--- config.mk ---
export PLATFORM = sky130hd
export DESIGN_NAME = pport_engine
export DESIGN_NICKNAME = d
export VERILOG_FILES = /design/src/rtl/pport_pkg.sv /design/src/rtl/pport_edge.sv /design/src/rtl/pport_rx.sv /design/src/rtl/pport_tx.sv /design/src/rtl/pport_pins.sv /design/src/rtl/pport_engine.sv
export SDC_FILE = /design/constraint.sdc
export NUM_CORES = 1
export LEC_CHECK = 0
export ABC_CLOCK_PERIOD_IN_PS = 2700
export BUFFER_PORTS_ARGS = -buffer_cell sky130_fd_sc_hd__clkbuf_2
export CAP_MARGIN = 20
export CORE_MARGIN = 2
export CORE_UTILIZATION = 49
export CTS_CLUSTER_DIAMETER = 60
export DETAILED_ROUTE_END_ITERATION = 8
export PLACE_DENSITY = 0.84
export SLEW_MARGIN = 20
export SYNTH_ARGS = -nofsm -noshare
export SYNTH_HDL_FRONTEND = slang
export SYNTH_SLANG_ARGS = --single-unit
--- constraint.sdc ---
create_clock -name clk -period 2.7 [get_ports clk]
set_input_delay 0.54 -clock clk [delete_from_list [all_inputs] [get_ports clk]]
set_output_delay 0.54 -clock clk [all_outputs]
set_load 0.01 [all_outputs]
--- src/rtl/pport_pkg.sv ---
package pport_pkg;

    localparam int HS_W      = 3;
    localparam int WIDTH_W   = 2;
    localparam logic [WIDTH_W-1:0] WIDE_CODE = 2'd3;

    typedef enum logic {
        DIR_RX = 1'b0,
        DIR_TX = 1'b1
    } dir_e;

    typedef enum logic [HS_W-1:0] {
        HS_NONE     = 3'd0,
        HS_RDY      = 3'd1,
        HS_DE       = 3'd2,
        HS_BOTH     = 3'd3,
        HS_SHARE_B  = 3'd4,
        HS_RDY_ON_A = 3'd5,
        HS_DE_ON_B  = 3'd6,
        HS_SHARE_A  = 3'd7
    } hs_mode_e;

    // Strobe placement; *_on_b selects pin B, otherwise pin A
    typedef struct packed {
        logic de_on;
        logic rdy_on;
        logic de_on_b;
        logic rdy_on_b;
        logic shared;
    } route_t;

    typedef struct packed {
        logic en;
        dir_e dir;
        logic clk_pol;
        logic de_pol;
        logic rdy_pol;
        logic wide;
    } cfg_t;

    function automatic route_t decode_route(input logic [HS_W-1:0] code);
        route_t r;
        r = '0;
        case (hs_mode_e'(code))
            HS_RDY:      begin r.rdy_on = 1'b1; r.rdy_on_b = 1'b1; end
            HS_DE:       begin r.de_on = 1'b1; end
            HS_BOTH:     begin r.de_on = 1'b1; r.rdy_on = 1'b1; r.rdy_on_b = 1'b1; end
            HS_SHARE_B:  begin
                r.de_on = 1'b1; r.rdy_on = 1'b1;
                r.de_on_b = 1'b1; r.rdy_on_b = 1'b1; r.shared = 1'b1;
            end
            HS_RDY_ON_A: begin r.rdy_on = 1'b1; end
            HS_DE_ON_B:  begin r.de_on = 1'b1; r.de_on_b = 1'b1; end
            HS_SHARE_A:  begin r.de_on = 1'b1; r.rdy_on = 1'b1; r.shared = 1'b1; end
            default:     r = '0;
        endcase
        return r;
    endfunction

    function automatic logic level_of(input logic active, input logic pol);
        return active ? pol : ~pol;
    endfunction

    function automatic logic is_active(input logic level, input logic pol);
        return level == pol;
    endfunction

endpackage

--- src/rtl/pport_edge.sv ---
module pport_edge (
    input  logic clk,
    input  logic rst,
    input  logic en,
    input  logic clk_pol,
    input  logic pclk_s,
    output logic cap_edge,
    output logic drv_edge,
    output logic pclk_prev
);
    logic rise;
    logic fall;

    always_ff @(posedge clk) begin
        if (rst) pclk_prev <= 1'b0;
        else     pclk_prev <= pclk_s;
    end

    always_comb begin
        rise     = pclk_s & ~pclk_prev;
        fall     = ~pclk_s & pclk_prev;
        cap_edge = en & (clk_pol ? rise : fall);
        drv_edge = en & (clk_pol ? fall : rise);
    end
endmodule

--- src/rtl/pport_rx.sv ---
module pport_rx #(
    parameter int DATA_W   = 16,
    parameter int NARROW_W = 8
) (
    input  logic              clk,
    input  logic              rst,
    input  logic              active,
    input  logic              cap_edge,
    input  logic              wide,
    input  logic              de_on,
    input  logic              de_lvl,
    input  logic              de_pol,
    input  logic              room,
    input  logic [DATA_W-1:0] data_in,
    output logic              push,
    output logic [DATA_W-1:0] word,
    output logic              rdy_act
);
    import pport_pkg::*;
    localparam int UPPER_W = DATA_W - NARROW_W;

    logic              accept;
    logic [DATA_W-1:0] fitted;

    always_comb begin
        fitted = wide ? data_in : {{UPPER_W{1'b0}}, data_in[NARROW_W-1:0]};
        accept = active & cap_edge & room & (~de_on | is_active(de_lvl, de_pol));
    end

    always_ff @(posedge clk) begin
        if (rst) begin
            push    <= 1'b0;
            word    <= '0;
            rdy_act <= 1'b0;
        end else begin
            push    <= accept;
            rdy_act <= active & room;
            if (accept) word <= fitted;
        end
    end
endmodule

--- src/rtl/pport_tx.sv ---
module pport_tx #(
    parameter int DATA_W   = 16,
    parameter int NARROW_W = 8
) (
    input  logic              clk,
    input  logic              rst,
    input  logic              active,
    input  logic              drv_edge,
    input  logic              wide,
    input  logic              rdy_on,
    input  logic              rdy_lvl,
    input  logic              rdy_pol,
    input  logic              avail,
    input  logic [DATA_W-1:0] head,
    output logic              pop,
    output logic [DATA_W-1:0] data_out,
    output logic              de_act
);
    import pport_pkg::*;
    localparam int UPPER_W = DATA_W - NARROW_W;

    logic [DATA_W-1:0] fitted;

    always_comb begin
        fitted = wide ? head : {{UPPER_W{1'b0}}, head[NARROW_W-1:0]};
        pop    = active & drv_edge & avail & (~rdy_on | is_active(rdy_lvl, rdy_pol));
    end

    always_ff @(posedge clk) begin
        if (rst) begin
            data_out <= '0;
            de_act   <= 1'b0;
        end else if (!active) begin
            de_act <= 1'b0;
        end else if (drv_edge) begin
            de_act <= pop;
            if (pop) data_out <= fitted;
        end
    end
endmodule

--- src/rtl/pport_pins.sv ---
module pport_pins (
    input  logic                  en,
    input  pport_pkg::dir_e       dir,
    input  logic                  clk_pol,
    input  logic                  de_pol,
    input  logic                  rdy_pol,
    input  pport_pkg::route_t     route,
    input  logic                  pclk_prev,
    input  logic                  de_act,
    input  logic                  rdy_act,
    input  logic [1:0]            pin_in,
    output logic [1:0]            pin_out,
    output logic [1:0]            pin_oe,
    output logic                  bus_oe,
    output logic                  de_lvl,
    output logic                  rdy_lvl
);
    import pport_pkg::*;

    logic out_on;
    logic out_on_b;
    logic out_level;
    logic own_phase;

    always_comb begin
        if (dir == DIR_TX) begin
            out_on    = route.de_on;
            out_on_b  = route.de_on_b;
            out_level = level_of(de_act, de_pol);
            own_phase = pclk_prev != clk_pol;
        end else begin
            out_on    = route.rdy_on;
            out_on_b  = route.rdy_on_b;
            out_level = level_of(rdy_act, rdy_pol);
            own_phase = pclk_prev == clk_pol;
        end
        de_lvl  = route.de_on_b  ? pin_in[1] : pin_in[0];
        rdy_lvl = route.rdy_on_b ? pin_in[1] : pin_in[0];
        bus_oe  = en & (dir == DIR_TX);
    end

    for (genvar p = 0; p < 2; p++) begin : g_pin
        assign pin_out[p] = out_level;
        assign pin_oe[p]  = en & out_on & (out_on_b == (p == 1))
                            & (~route.shared | own_phase);
    end
endmodule

--- src/rtl/pport_engine.sv ---
module pport_engine #(
    parameter int DATA_W   = 16,
    parameter int NARROW_W = 8
) (
    input  logic              clk,
    input  logic              rst,
    input  logic              cfg_en,
    input  logic              cfg_dir,
    input  logic              cfg_clk_pol,
    input  logic              cfg_de_pol,
    input  logic              cfg_rdy_pol,
    input  logic [1:0]        cfg_width,
    input  logic [2:0]        cfg_hs,
    input  logic              pclk_s,
    input  logic [DATA_W-1:0] bus_in,
    output logic [DATA_W-1:0] bus_out,
    output logic              bus_oe,
    input  logic              pin_a_in,
    output logic              pin_a_out,
    output logic              pin_a_oe,
    input  logic              pin_b_in,
    output logic              pin_b_out,
    output logic              pin_b_oe,
    output logic              rx_push,
    output logic [DATA_W-1:0] rx_word,
    input  logic              rx_room,
    output logic              tx_pop,
    input  logic [DATA_W-1:0] tx_word,
    input  logic              tx_avail
);
    import pport_pkg::*;

    cfg_t   cfg;
    route_t route;
    logic   cap_edge, drv_edge, pclk_prev;
    logic   de_act, rdy_act, de_lvl, rdy_lvl;
    logic [1:0] pin_in, pin_out, pin_oe;

    always_comb begin
        cfg.en      = cfg_en;
        cfg.dir     = dir_e'(cfg_dir);
        cfg.clk_pol = cfg_clk_pol;
        cfg.de_pol  = cfg_de_pol;
        cfg.rdy_pol = cfg_rdy_pol;
        cfg.wide    = cfg_width == WIDE_CODE;
        route       = decode_route(cfg_hs);
        pin_in      = {pin_b_in, pin_a_in};
    end

    pport_edge u_edge (
        .clk(clk), .rst(rst), .en(cfg.en), .clk_pol(cfg.clk_pol),
        .pclk_s(pclk_s), .cap_edge(cap_edge), .drv_edge(drv_edge),
        .pclk_prev(pclk_prev)
    );

    pport_rx #(.DATA_W(DATA_W), .NARROW_W(NARROW_W)) u_rx (
        .clk(clk), .rst(rst), .active(cfg.en & (cfg.dir == DIR_RX)),
        .cap_edge(cap_edge), .wide(cfg.wide), .de_on(route.de_on),
        .de_lvl(de_lvl), .de_pol(cfg.de_pol), .room(rx_room),
        .data_in(bus_in), .push(rx_push), .word(rx_word), .rdy_act(rdy_act)
    );

    pport_tx #(.DATA_W(DATA_W), .NARROW_W(NARROW_W)) u_tx (
        .clk(clk), .rst(rst), .active(cfg.en & (cfg.dir == DIR_TX)),
        .drv_edge(drv_edge), .wide(cfg.wide), .rdy_on(route.rdy_on),
        .rdy_lvl(rdy_lvl), .rdy_pol(cfg.rdy_pol), .avail(tx_avail),
        .head(tx_word), .pop(tx_pop), .data_out(bus_out), .de_act(de_act)
    );

    pport_pins u_pins (
        .en(cfg.en), .dir(cfg.dir), .clk_pol(cfg.clk_pol),
        .de_pol(cfg.de_pol), .rdy_pol(cfg.rdy_pol), .route(route),
        .pclk_prev(pclk_prev), .de_act(de_act), .rdy_act(rdy_act),
        .pin_in(pin_in), .pin_out(pin_out), .pin_oe(pin_oe),
        .bus_oe(bus_oe), .de_lvl(de_lvl), .rdy_lvl(rdy_lvl)
    );

    assign pin_a_out = pin_out[0];
    assign pin_b_out = pin_out[1];
    assign pin_a_oe  = pin_oe[0];
    assign pin_b_oe  = pin_oe[1];
endmodule

### Word level (Yosys, flattened, before mapping)

Cells that the tools add are included.

| storage, ports and cells | value |
|---|---|
| logic and storage cells | 73 |
| output and inout port bits | 39 |
| bits of input ports | 49 |
| bits in registers | 36 |

| operators by class | value |
|---|---|
| bitwise gates (word level) | 31 |
| eq/ne operators | 12 |
| muxes and demuxes | 17 |
| reductions and logical operators | 7 |

Operators by type and width:

| cell | number |
|---|---|
| 16-bit 2-to-1 mux | 2 |
| 1-bit AND | 18 |
| 1-bit 2-to-1 mux | 15 |
| 3-bit equality test (second input constant) | 4 |
| 1-bit NOT | 10 |
| 5-bit OR reduction | 2 |
| 3-bit by 2-bit equality test with 1-bit output (second input constant) | 2 |
| 2-bit OR reduction | 3 |
| 1-bit equality test | 3 |
| 3-bit by 1-bit equality test with 1-bit output (second input constant) | 1 |
| 1-bit OR | 3 |
| 3-bit AND reduction | 1 |
| 3-bit OR reduction | 1 |
| 2-bit equality test (second input constant) | 1 |
| 1-bit inequality test | 1 |

### Longest topological paths before layout

Gate-level depths: netlist (run 1).

| logic depth | value |
|---|---|
| word-level depth | 8 |
| gate-level depth with buffers | 6 |
| depth with buffers taken out | 4 |

### Modules after synthesis

Synthesis (run 1) repeated with hierarchy kept, for this count alone.

| second synthesis, totals | value |
|---|---|
| cell total of the unflattened synthesis | 208 |
| area, all modules | 1956.9 um^2 |

By module, submodules not included:

| module | instances | area an instance (um^2) | cells an instance |
|---|---|---|---|
| pport_tx | 1 | 820.8 | 95 |
| pport_rx | 1 | 809.5 | 77 |
| pport_pins | 1 | 173.9 | 16 |
| pport_edge | 1 | 82.6 | 8 |
| pport_engine | 1 | 70.1 | 12 |

### Least setup slack after synthesis (run 1)

OpenSTA, ideal clock, no wires.

| timing path | value |
|---|---|
| path type | in2out |
| start | input port cfg_dir |
| end | output port tx_pop |
| required time | 2.160 ns |
| cell stages on the path | 6 |
| path buffers | 2 |
| setup slack | 0.778 ns |
| data arrival time | 1.382 ns |
| cells stage by stage | buf_2 and3_1 o221a_2 buf_6 nand2_4 inv_1 |

| between the ends | value |
|---|---|
| longest elaborated chain between the ends | 4 |

RTL lines:

| element | line | text |
|---|---|---|
| start: declaration | pport_engine.sv:8 | `input logic cfg_dir,` |
| 1-bit AND | pport_engine.sv:64 | `.clk(clk), .rst(rst), .active(cfg.en & (cfg.dir == DIR_TX)),` |
| 1-bit AND (3 in a row) | pport_tx.sv:26 | `pop = active & drv_edge & avail & (~rdy_on \| is_active(rdy_lvl, rdy_pol));` |
| end: declaration | pport_engine.sv:27 | `output logic tx_pop,` |

No other way between the ends.

### Worst setup path after layout (run 1)

| timing path | value |
|---|---|
| start | register u_edge.pclk_prev |
| end | output port tx_pop |

| between the ends | value |
|---|---|
| longest elaborated chain between the ends | 7 |
| elaborated cells between the ends (all ways) | 8 |
| classes of those cells | 1 x mux; 7 x bitwise |

RTL lines:

| element | line | text |
|---|---|---|
| start: declaration | pport_edge.sv:9 | `output logic pclk_prev` |
| start signal: assignment | pport_edge.sv:16 | `else pclk_prev <= pclk_s;` |
| 1-bit NOT | pport_edge.sv:20 | `rise = pclk_s & ~pclk_prev;` |
| 1-bit AND | pport_edge.sv:20 |  |
| 1-bit 2-to-1 mux * | pport_edge.sv:23 | `drv_edge = en & (clk_pol ? fall : rise);` |
| 1-bit AND * | pport_edge.sv:23 |  |
| 1-bit AND * (3 in a row) | pport_tx.sv:26 |  |

Every way passes the cells marked *; elsewhere a longest branch is shown, timed or not.

==> run metrics, run 1 <==
fin util 0.666; post-synthesis sequential area ratio 0.412; CTS Buffer Depth 2; Sw Ratio 0.239; #FFs+latches synth 36; Clk pwr share 0.360; final setup vio count 0; Switching Power 248 uW; max-slew violation count 0; CP arrival between 1.5 and 2 ns; Vias/cell approximately 4.9; Hold Slack around 0.4 ns; Post-CTS Setup Inserts 0; synthesized area per cell about 9 sq um; Placer Congestion between 0.7 and 0.8; nets around 320; vias post-DR 1,591; Static Leak 0.00110 uW; net count after synthesis between 200 and 250; YS warnings 0; Power Internal roughly 790 uW; CP Launch Type flip-flop; Rows 21; Seq pwr share 0.519; first-pass GRT wire length 6220 um; Worst R2R Setup Slack 1.00 ns; reg2reg start u_edge.pclk_prev$_SDFF_PP0_; R2R cell count 4; CTS tree done; Syn Inst Count roughly 190; PwrDens about 460 mW/mm^2; antenna cells 0; CTS Sinks 36; Initial Util 0.516; CTS buffer count 5; per-cell routed wire length 12.0 um; largest net degree at the start of global routing 45; Total Power about 1000 uW; largest family of logic cells by synthesized area simple AND/OR/NAND/NOR gates; synth unique cells 36; Max Cap Viol 0; post-CTS sizing 0; Peak Freq ~430 MHz; share of cells above drive strength 1 0.373; Synth Area in Adders 0; Ports 88; synth top area cells dfxtp_1 (41%), mux2i_1 (14%), nand2b_1 (12%); first-pass iteration count of the detailed router 4; Yosys top cell area share 0.412; Critical Path RT 2.16 ns; Hold Vio Cnt, Final 0; post-route ant nets 0; Comb power frac 0.122; Die ar. between 0.004 and 0.005 sq mm; Slew @ Worst Pin 1.01 ns; mux cell area share after synthesis 0.137; RSZ-0062 raised after global routing false; Worst setup EP type output port; DPL Wire Length 2910 um; filler instances between 200 and 300; Setup CP Type flip-flop to output port; worst setup path endpoint tx_pop; RR Endpoint u_rx.word[7]$_SDFFE_PP0P_; Root Driver clkbuf_4; minimum clock period after layout between 2 and 2.5 ns; crit-path max FO 10; simple-gate share of the synthesized area 0.250; Core ar. around 0.0034 sq mm; Clock Skew 0.00752 ns; GRT Util Overall 0.197; Synth area leader dfxtp_1; final setup margin between 0.3 and 0.4 ns; H-Tree Depth 2; crit path launch u_edge.pclk_prev$_SDFF_PP0_; Max VDD drop roughly 0.37 mV; status finished, final reports clean; antenna violations before repair 0; pre-CTS setup slack a little over 0.4 ns; Hold Crit Class input port to flip-flop; Fin Setup TNS 0 ns; Layout area overhead 29.0%; crit share post-route 0.865; CTS Hold Bufs 0; vias in the first global route 1,487; xor/xnor share of the synthesized area 0.0351; Compound-Gate Fraction of Synth Area 0.119; die height ~64 um; DR iter-0 viols 84; commonest cells after routing, fill and taps aside clkbuf_2 (87), dfxtp_1 (36), nand2b_1 (33); Slew Limit Headroom 0.324; Overflow after GRT 0; post-synthesis cell area about 0.0017 sq mm; clk_lat worst skew 0.34 ns; most common cell after layout, fill and taps aside clkbuf_2; Die Span X between 60 and 70 um; drt total wl 3850 um; DRC Markers 0; PortBufs 87; Worst-path clk slew between 0.1 and 0.15 ns
-- power groups by stage --
stage	Combinational (uW)	Clock [uW]	Sequential, uW
3_3_place_gp	125	0	551
5_1_grt	139	411	540
2_1_floorplan	69.1	0	552
3_5_place_dp	126	0	551
4_1_cts	127	385	539
6_report	127	374	539
-- sequential cells by signal, indices dropped and copies added, names as in the netlist --
name,count
u_rx.word,16
u_tx.data_out,16
u_edge.pclk_prev,1
u_rx.push,1
u_rx.rdy_act,1
u_tx.de_act,1
-- area by class of cell --
cell class,count,area [sq um],share of cell area
inverter,3,11.3,0.00499
multi-input combinational,141,948,0.420
tap,46,57.6,0.0255
clock inverter,2,35.0,0.0155
clock buffer,6,41.3,0.0183
timing repair buffer,88,443,0.196
sequential,36,721,0.319
-- per-layer routing --
metal,GRT usage,vias to the layer above,wire (um)
met5,0,-,0
li1,-,821,-
met1,0.221,696,1730
met4,0.0734,0,53
met2,0.329,68,1710
met3,0.0880,6,356
-- through the flow --
step / cell area, sq um / instances
floorplan: 1750 / 191
global placement: 2180 / 314
detailed placement: 2180 / 314
CTS: 2260 / 322
global route: 2260 / 322
finish: 2260 / 322
-- synth_stat cells, drive strengths merged --
cell type / n
o21ai: 9
a211oi: 2
nand2: 22
nand2b: 33
nand3b: 2
nand3: 9
nor2: 4
and3b: 1
dfxtp: 36
o221a: 1
o21bai: 1
o211ai: 1
o211a: 1
o221ai: 1
o21a: 2
xnor2: 3
nor3b: 2
mux2i: 24
nor2b: 2
a21boi: 1
clkbuf: 6
inv: 3
buf: 5
a21oi: 11
and3: 1
o2111ai: 1
nor3: 1
xor2: 4
or3b: 2
-- how the worst min path moves through the flow --
stage | end | slack, ns | start | cells past startpoint
final | u_rx.word[8]$_SDFFE_PP0P_ | 0.40 | bus_in[8] | 3
after global routing | u_tx.data_out[15]$_SDFFE_PP0P_ | 0.39 | tx_word[15] | 3
after CTS | u_rx.word[8]$_SDFFE_PP0P_ | 0.39 | bus_in[8] | 3
after detailed placement | u_rx.word[3]$_SDFFE_PP0P_ | 0.46 | u_rx.word[3]$_SDFFE_PP0P_ | 2
after global placement | u_tx.data_out[14]$_SDFFE_PP0P_ | 0.46 | u_tx.data_out[14]$_SDFFE_PP0P_ | 2
after floorplan | u_rx.word[0]$_SDFFE_PP0P_ | 0.49 | u_rx.word[0]$_SDFFE_PP0P_ | 2
-- kinds of logic (layout without fill, tap and decap cells) --
| group | Yosys count | after routing |
|---|---|---|
| compound gates | 31 | 31 |
| mux | 24 | 24 |
| flops | 36 | 36 |
| buf+inv | 14 | 99 |
| xor+xnor | 7 | 7 |
| simple gates | 79 | 79 |
-- worst max-delay path, cell delays in order, from the launching register on --
cell,delay (ns)
dfxtp_1,0.36
nor3b_1,0.32
o221a_2,0.38
nand2_4,0.17
inv_1,0.09
clkbuf_2,0.13
Note: power is estimated with default switching activity, not from simulation.
==> inputs of run 2 (changes only) <==
- CORE_UTILIZATION: 49 -> 50
- PLACE_DENSITY: 0.84 -> 0.83
- SYNTH_HIERARCHICAL: unset -> 1
==> run 2 against run 1 <==
Effect of this change: critical path depth is 2 higher; clock skew fell by 0.0023 ns; area after synthesis up 12%; total power is 16% higher; register-to-register slack better by 0.12 ns; hold slack improved by 0.063 ns; core utilization up 1.2 points; flip-flop and latch count did not move; count of clock-buffer cells in the layout rose by 1; clock power rose by 35%; synthesized cell count up 8.9%; routed wire length grew 12%.
==> run metrics, run 2 <==
Fin Setup TNS 0 ns; Power Internal 935 uW; net count after synthesis 257; Overflow after GRT 0; Syn Inst Count 208; ys flop type dfxtp_1; RSZ-0062 raised after global routing false; Worst R2R Setup Slack roughly 1.1 ns; DR iter-0 viols 53; Slew @ Worst Pin roughly 0.55 ns; Critical Path RT 2.16 ns; clk_lat worst skew roughly 0.28 ns; synthesized area per cell approximately 9.4 sq um; Slew Limit Headroom 0.631; CP Launch Type input port; Core ar. around 0.0037 sq mm; CP arrival between 2 and 2.5 ns; CTS Sinks 36; R2R cell count 6; Post-CTS Setup Inserts 0; Root Driver clkbuf_8; Clk pwr share 0.421; max-slew violation count 0; vias in the first global route between 1,500 and 2,000; number of synthesized flops with an enable pin 0; Comb power frac 0.133; antenna violations before repair 0; Total Power approximately 1200 uW; Max VDD drop 0.351 mV; post-route ant nets 0; Yosys top cell area share 0.368; pre-CTS setup slack just over 0.07 ns; vias post-DR approximately 1,700; H-Tree Depth 2; Sw Ratio 0.223; Regs by FF count u_rx/word (16), u_tx/data_out (16); nets about 340; Die ar. approximately 0.0044 sq mm; top post-synthesis cells by count dfxtp_1 (36), mux2i_1 (27), nand2b_1 (25); die height around 67 um; Hold Path Cell Cnt 2; Vias/cell 5.02; post-synthesis sequential area ratio 0.368; CTS Buffer Depth 2; Initial Util 0.527; Synth area leader dfxtp_1; synth unique cells 37; Hold Vio Cnt, Final 0; Static Leak 0.00111 uW; Max Cap Viol 0; CTS buffer count 5; Switching Power between 200 and 300 uW; Clock Skew 0.00526 ns; minimum clock period after layout around 2.6 ns; Seq pwr share 0.447; drt total wl 4300 um; PortBufs between 80 and 90; post-synthesis cell area about 0.002 sq mm; DPL Wire Length about 3100 um; Peak Freq 389 MHz; most common cell after layout, fill and taps aside clkbuf_2; Worst-path clk slew 0.07 ns; share of cells above drive strength 1 0.416; Hold Crit Class flip-flop to flip-flop; first-pass iteration count of the detailed router 4; fraction of registers with async set/reset 0; Placer Congestion 0.726; crit share post-route 0.953; #FFs+latches synth 36; final setup margin about 0.13 ns; PwrDens 478 mW/mm^2; commonest cells after routing, fill and taps aside clkbuf_2 (87), dfxtp_1 (36), mux2i_1 (27); DRC Markers 0; largest net degree at the start of global routing 44; first-pass GRT wire length about 7000 um; synth top area cells dfxtp_1 (37%), mux2i_1 (14%), nand2b_1 (8.0%); Die Span X around 67 um; status finished, final reports clean; Layout area overhead 28.7%; CTS tree done; Ports 88; count leader, synth dfxtp_1; Worst setup EP type output port; antenna cells 0; final setup vio count 0; Rows 22; crit-path max FO 4; per-cell routed wire length 12.6 um; GRT Util Overall 0.206; YS warnings 6; Setup CP Type input port to output port
run 2: cell types whose count changed in the layout (fill, tap and decap cells not counted), moves of 6 or more:
cell,change
clkbuf_8,+7
a211o_2,+6
nand2b_1,-8
nand3_1,+8
inv_1,+8
nand3b_1,+6
a21oi_1,-10
a31oi_1,+8
o21ai_0,-8
run 2: repair_timing:
action | 4_1_cts | 5_1_grt
hold buffers | 0 | 0
resized for setup | 0 | 3
endpoints found under the hold margin | 0 | 0
setup endpoints to repair | 0 | 1
run 2: routing by layer:
metal / vias up / share of wire / track usage
met5: - / 0 / 0
met4: 0 / 0.0063 / 0.0536
met3: 2 / 0.063 / 0.0659
met2: 48 / 0.49 / 0.368
met1: 785 / 0.44 / 0.235
li1: 877 / - / -
run 2: final cells by class:
type	instances	area, sq um
Timing Repair Buffer	93	480
Clock inverter	1	30.0
Sequential cell	36	721
Fill cell	323	1200
Inverter	12	45.0
Multi-Input combinational cell	144	1090
Clock buffer	7	96.3
Tap cell	48	60.1
run 2: power groups by stage:
stage,Clock [uW],Sequential (uW),Combinational [uW]
detailed placement,0,550,157
finish,506,537,160
global route,544,538,175
floorplan,0,550,101
global placement,0,549,153
CTS,521,537,159
run 2: worst max-delay path: stages:
cell and delay (ns):
clkbuf_2 0.11, or3b_1 0.39, o21ai_2 0.09, mux2_2 0.38
xor2_2 0.16, a21oi_2 0.20, clkbuf_2 0.16
run 2: logic make-up (layout without fill, tap and decap cells):
group,after synthesis,count (layout),share of synthesized area
muxes,30,30,0.155
DFF,36,36,0.368
AOI/OAI and AO/OA,25,25,0.113
buffers and inverters,28,113,0.0786
and+or+nand+nor,83,83,0.246
xor gates and xnor gates,6,6,0.0390
run 2: metrics by stage:
stage / hold WS, ns / util / instances / area, sq um
CTS: 0.461 / 0.677 / 341 / 2510
global route: 0.474 / 0.678 / 341 / 2520
floorplan: 0.479 / - / 208 / 1960
detailed placement: 0.449 / 0.643 / 333 / 2390
finish: 0.464 / 0.678 / 341 / 2520
global placement: 0.447 / 0.643 / 333 / 2390
run 2: final timing paths:
path                             startpoint                        endpoint
max                               cfg_hs[0]                          tx_pop
min          u_tx/data_out[11]$_SDFFE_PP0P_  u_tx/data_out[11]$_SDFFE_PP0P_
max reg2reg     u_edge/pclk_prev$_SDFF_PP0_   u_tx/data_out[0]$_SDFFE_PP0P_
min reg2reg  u_tx/data_out[11]$_SDFFE_PP0P_  u_tx/data_out[11]$_SDFFE_PP0P_
